File: src/rtl/seqlock_pkg.sv
package seqlock_pkg;
  localparam int unsigned DIGIT_W_DEF    = 4;
  localparam int unsigned NUM_DIGITS_DEF = 3;

  // Reset pattern: first position selected, lock closed.
  function automatic logic [NUM_DIGITS_DEF:0] reset_state();
    reset_state = '0;
    reset_state[0] = 1'b1;
  endfunction
endpackage

File: src/rtl/seqlock_mux.sv
module seqlock_mux #(
  parameter int unsigned DIGIT_W    = seqlock_pkg::DIGIT_W_DEF,
  parameter int unsigned NUM_DIGITS = seqlock_pkg::NUM_DIGITS_DEF
) (
  input  logic [NUM_DIGITS*DIGIT_W-1:0] codes,
  input  logic [NUM_DIGITS-1:0]         sel,
  output logic [DIGIT_W-1:0]            picked
);
  logic [DIGIT_W-1:0] gated [NUM_DIGITS];

  genvar g;
  generate
    for (g = 0; g < NUM_DIGITS; g++) begin : g_gate
      assign gated[g] = codes[g*DIGIT_W +: DIGIT_W] & {DIGIT_W{sel[g]}};
    end
  endgenerate

  always_comb begin
    picked = '0;
    for (int i = 0; i < NUM_DIGITS; i++) begin
      picked = picked | gated[i];
    end
  end
endmodule

File: src/rtl/seqlock_cmp.sv
module seqlock_cmp #(
  parameter int unsigned DIGIT_W = seqlock_pkg::DIGIT_W_DEF
) (
  input  logic [DIGIT_W-1:0] lhs,
  input  logic [DIGIT_W-1:0] rhs,
  output logic               same
);
  logic [DIGIT_W-1:0] diff;
  assign diff = lhs ^ rhs;
  assign same = ~|diff;
endmodule

File: src/rtl/seqlock_ctrl.sv
module seqlock_ctrl #(
  parameter int unsigned NUM_DIGITS = seqlock_pkg::NUM_DIGITS_DEF,
  localparam int unsigned SW = NUM_DIGITS + 1
) (
  input  logic          clk,
  input  logic          rst,
  input  logic          step,
  input  logic          hit,
  output logic [SW-1:0] state_q
);
  logic [SW-1:0] state_d;
  logic          adv;

  assign adv = step & hit;

  // Per-bit next state: each stage takes the token from below on an accepted
  // match and keeps its own token while idle. The top (open) bit is sticky.
  genvar b;
  generate
    for (b = 0; b < SW; b++) begin : g_next
      if (b == 0) begin : g_first
        assign state_d[b] = state_q[b] & ~step;
      end else if (b == SW - 1) begin : g_open
        assign state_d[b] = (state_q[b-1] & adv) | state_q[b];
      end else begin : g_mid
        assign state_d[b] = (state_q[b-1] & adv) | (state_q[b] & ~step);
      end
    end
  endgenerate

  // Reset acts as preset on bit 0 and clear on the rest, bypassing next-state logic.
  generate
    for (b = 0; b < SW; b++) begin : g_flop
      if (b == 0) begin : g_preset
        always_ff @(posedge clk) begin
          if (rst) state_q[b] <= 1'b1;
          else     state_q[b] <= state_d[b];
        end
      end else begin : g_clear
        always_ff @(posedge clk) begin
          if (rst) state_q[b] <= 1'b0;
          else     state_q[b] <= state_d[b];
        end
      end
    end
  endgenerate
endmodule

File: src/rtl/seqlock_top.sv
module seqlock_top #(
  parameter int unsigned DIGIT_W    = seqlock_pkg::DIGIT_W_DEF,
  parameter int unsigned NUM_DIGITS = seqlock_pkg::NUM_DIGITS_DEF,
  localparam int unsigned CODE_W = NUM_DIGITS * DIGIT_W
) (
  input  logic                  clk,
  input  logic                  rst,
  input  logic [CODE_W-1:0]     code_table,
  input  logic                  digit_valid,
  output logic                  digit_ready,
  input  logic [DIGIT_W-1:0]    digit_value,
  output logic [NUM_DIGITS-1:0] pos_sel,
  output logic                  unlocked
);
  logic [NUM_DIGITS:0] state_q;
  logic [DIGIT_W-1:0]  ref_digit;
  logic                match;

  assign digit_ready = 1'b1;
  assign pos_sel     = state_q[NUM_DIGITS-1:0];
  assign unlocked    = state_q[NUM_DIGITS];

  seqlock_mux #(.DIGIT_W(DIGIT_W), .NUM_DIGITS(NUM_DIGITS)) mux_i (
    .codes (code_table),
    .sel   (pos_sel),
    .picked(ref_digit)
  );

  seqlock_cmp #(.DIGIT_W(DIGIT_W)) cmp_i (
    .lhs (digit_value),
    .rhs (ref_digit),
    .same(match)
  );

  seqlock_ctrl #(.NUM_DIGITS(NUM_DIGITS)) ctrl_i (
    .clk    (clk),
    .rst    (rst),
    .step   (digit_valid & digit_ready),
    .hit    (match),
    .state_q(state_q)
  );
endmodule

File: config.mk
export PLATFORM = sky130hd
export DESIGN_NAME = seqlock_top
export DESIGN_NICKNAME = d
export VERILOG_FILES = /design/src/rtl/seqlock_pkg.sv /design/src/rtl/seqlock_mux.sv /design/src/rtl/seqlock_cmp.sv /design/src/rtl/seqlock_ctrl.sv /design/src/rtl/seqlock_top.sv
export SDC_FILE = /design/constraint.sdc
export NUM_CORES = 1
export LEC_CHECK = 0
export CAP_MARGIN = 20
export CORE_AREA = 5 5 42 44
export DETAILED_ROUTE_END_ITERATION = 6
export DIE_AREA = 0 0 47 49
export DONT_BUFFER_PORTS = 1
export PLACE_DENSITY = 0.36
export SYNTH_ARGS = -nofsm -noshare
export SYNTH_HDL_FRONTEND = slang
export SYNTH_HIERARCHICAL = 1
export SYNTH_SLANG_ARGS = --single-unit
File: constraint.sdc
create_clock -name clk -period 2.35 [get_ports clk]
set_input_delay 0.3525 -clock clk [delete_from_list [all_inputs] [get_ports clk]]
set_output_delay 0.3525 -clock clk [all_outputs]
set_load 0.1 [all_outputs]
==> summary.md <==
| Metric | Value |
|---|---|
| Pwr per Cell Area | `between 600 and 700 nW/µm²` |
| Post-synth EDFFs | `0` |
| CTS-repair resized insts | `0` |
| CP Class | `flip-flop to flip-flop` |
| Setup violations, final | `0` |
| Biggest register | `ctrl_i/state_q` |
| Static Leak | `between 0.1 and 0.15 nW` |
| Syn avg cell area | `~8.5 µm²` |
| Final total power | `around 200 µW` |
| Site Rows | `14` |
| Largest net degree at the start of global routing | `8` |
| Initial core utilization | `0.177` |
| Yosys Warn Count | `6` |
| Global Route Usage Sum | `0.0718` |
| RSZ-0062 raised after global routing | `no` |
| CTS Hold Buffers Added | `0` |
| Status | `completed` |
| HP Class | `input pin to flip-flop` |
| Initial drt markers | `10` |
| Die Height | `roughly 49 µm` |
| Design area | `~310 µm²` |
| P&R area growth vs syn | `26.3%` |
| CORE AREA | `1400 µm²` |
| WHS | `~0.18 ns` |
| WL/cell | `between 10 and 15 µm` |
| Clk sinks | `4` |
| Layout cells sized above 1 | `0.229` |
| Chip width | `47 µm` |
| Routed wire length | `736 µm` |
| Post-CTS setup buffers | `0` |
| Full die area | `approximately 2300 µm²` |
| GRT overflow | `0` |
| Yosys top cell area share | `0.323` |
| Async SR Flop Fraction | `0` |
| DP HPWL | `approximately 630 µm` |
| Worst EP arrival | `around 1.9 ns` |
| Number of synthesized register bits | `4` |
| Nets | `56` |
| Top Registers | `ctrl_i/state_q: 4 flops` |
| Diode count | `0` |
| Remaining antenna violation count | `0` |
| Max reg flops | `4` |
| Peak VDD IR | `between 0.0002 and 0.00025 V` |
| Max cap viols | `0` |
| Core Util, Final | `0.223` |
| Worst setup EP type | `flip-flop` |
| Vias per cell | `around 5` |
| Insertion delay to the later sink of the worst-skew pair | `~0.24 ns` |
| Fmax | `592 MHz` |
| Initial antenna violation count | `0` |
| Global placement routability congestion | `0.734` |
| Crit share post-route | `0.719` |
| Placed cell area | `290 µm²` |
| Hold Vio Cnt, Final | `0` |
| Setup TNS Final | `0 ns` |
| Fillcell total | `between 150 and 200` |
| Synth area leaders | `dfxtp_1, a222oi_1, xor2_1` |
| Vias in the first global route | `between 200 and 300` |
| Area of the multi-input gates | `141 µm²` |
| Reg area | `about 80 µm²` |
| CP required | `between 2 and 3 ns` |
| Sequential area share after synthesis | `0.323` |
| Post-synthesis instance total | `29` |
| Htree depth | `1` |
| List of most frequent post-synthesis cells | `inv_1, a222oi_1, dfxtp_1, xor2_1` |
| DR DRC count | `0` |
| CTS tree | `done` |
| Unique masters post-synth | `13` |
| Mapped cell area | `~250 µm²` |
| Global-route wire length before repair | `~1100 µm` |
| Via count | `roughly 250` |
| Root Driver | `clkbuf_4` |
| Primary FF master, synth | `dfxtp_1` |
| Syn Nets | `48` |
| CTS max path bufs | `2` |
| Pre-antenna DRT Iters | `4` |
| Startpoint types | `flip-flop` |
| Clock Skew | `~0.0013 ns` |
| Reg clk slew, reported paths | `0.04 ns` |
| Clock buffer count from CTS | `3` |
| Most frequent cell after synthesis | `inv_1` |
| # IOs | `24` |
| Minimum clock period | `around 1.7 ns` |
| Port Buf Inserts | `0` |
| CP max FO | `7` |
| Post-synth top area cell | `dfxtp_1` |
| Max Slew Vio Count | `0` |
==> power breakdown <==
group / internal [mW] / switching (mW) / total [mW]
Sequential: 0.0699 / 0.00266 / 0.0725
Clock: 0.0572 / 0.0288 / 0.0860
Combinational: 0.0126 / 0.0282 / 0.0409
Total: 0.140 / 0.0597 / 0.199
==> placed cells by master, fill, tap and decap left out <==
master / netlist / final
nand3_1: 2 / 2
dfxtp_1: 4 / 4
xor2_1: 4 / 4
clkbuf_4: 0 / 3
a31oi_1: 1 / 1
a21oi_1: 2 / 2
conb_1: 1 / 1
a222oi_1: 4 / 4
nand2b_1: 2 / 2
nor2_1: 1 / 1
inv_1: 5 / 5
buf_4: 1 / 4
a21o_1: 1 / 1
nor4_2: 1 / 1
==> metrics by stage <==
stage | instances | setup WS (ns)
6_report | 51 | 0.660
4_1_cts | 51 | 0.602
5_1_grt | 51 | 0.381
3_3_place_gp | 48 | 0.672
3_5_place_dp | 48 | 0.624
2_1_floorplan | 29 | 0.272
==> metal layers <==
| layer | vias to the layer above | wire [µm] | global-route usage |
|---|---|---|---|
| li1 | 118 | - | - |
| met3 | 2 | 141 | 0.0332 |
| met5 | - | 0 | 0 |
| met2 | 26 | 315 | 0.102 |
| met4 | 0 | 24 | 0.0691 |
| met1 | 108 | 254 | 0.0724 |
==> area by class of cell <==
cell class / instances / area share
clock buffers: 3 / 0.0720
inverters: 5 / 0.0600
multi-input cells: 19 / 0.452
flip-flops and latches: 4 / 0.256
well taps: 16 / 0.0640
repair buffers: 4 / 0.0960
==> cell families after synthesis <==
logic type / count (synthesis) / share of synthesized area
AOI/OAI and AO/OA: 8 / 0.258
xor gates and xnor gates: 4 / 0.141
buffers and inverters: 6 / 0.106
DFF: 4 / 0.323
other: 1 / 0.0151
and+or+nand+nor: 6 / 0.157
==> worst paths after layout <==
kind	start	end	slack (ns)	depth (start not counted)
min reg2reg	ctrl_i/state_q[3]	ctrl_i/state_q[3]	0.49	2
max	ctrl_i/state_q[0]	ctrl_i/state_q[2]	0.66	6
max reg2reg	ctrl_i/state_q[0]	ctrl_i/state_q[2]	0.66	6
min	rst	ctrl_i/state_q[1]	0.18	1
==> worst max-delay path: stages, from the launching register on <==
cell and delay, ns:
dfxtp_1 0.36, a222oi_1 0.32, inv_1 0.10, xor2_1 0.18
nor4_2 0.37, nand3_1 0.11, a21oi_1 0.16
(Power assumes the default switching activity.)
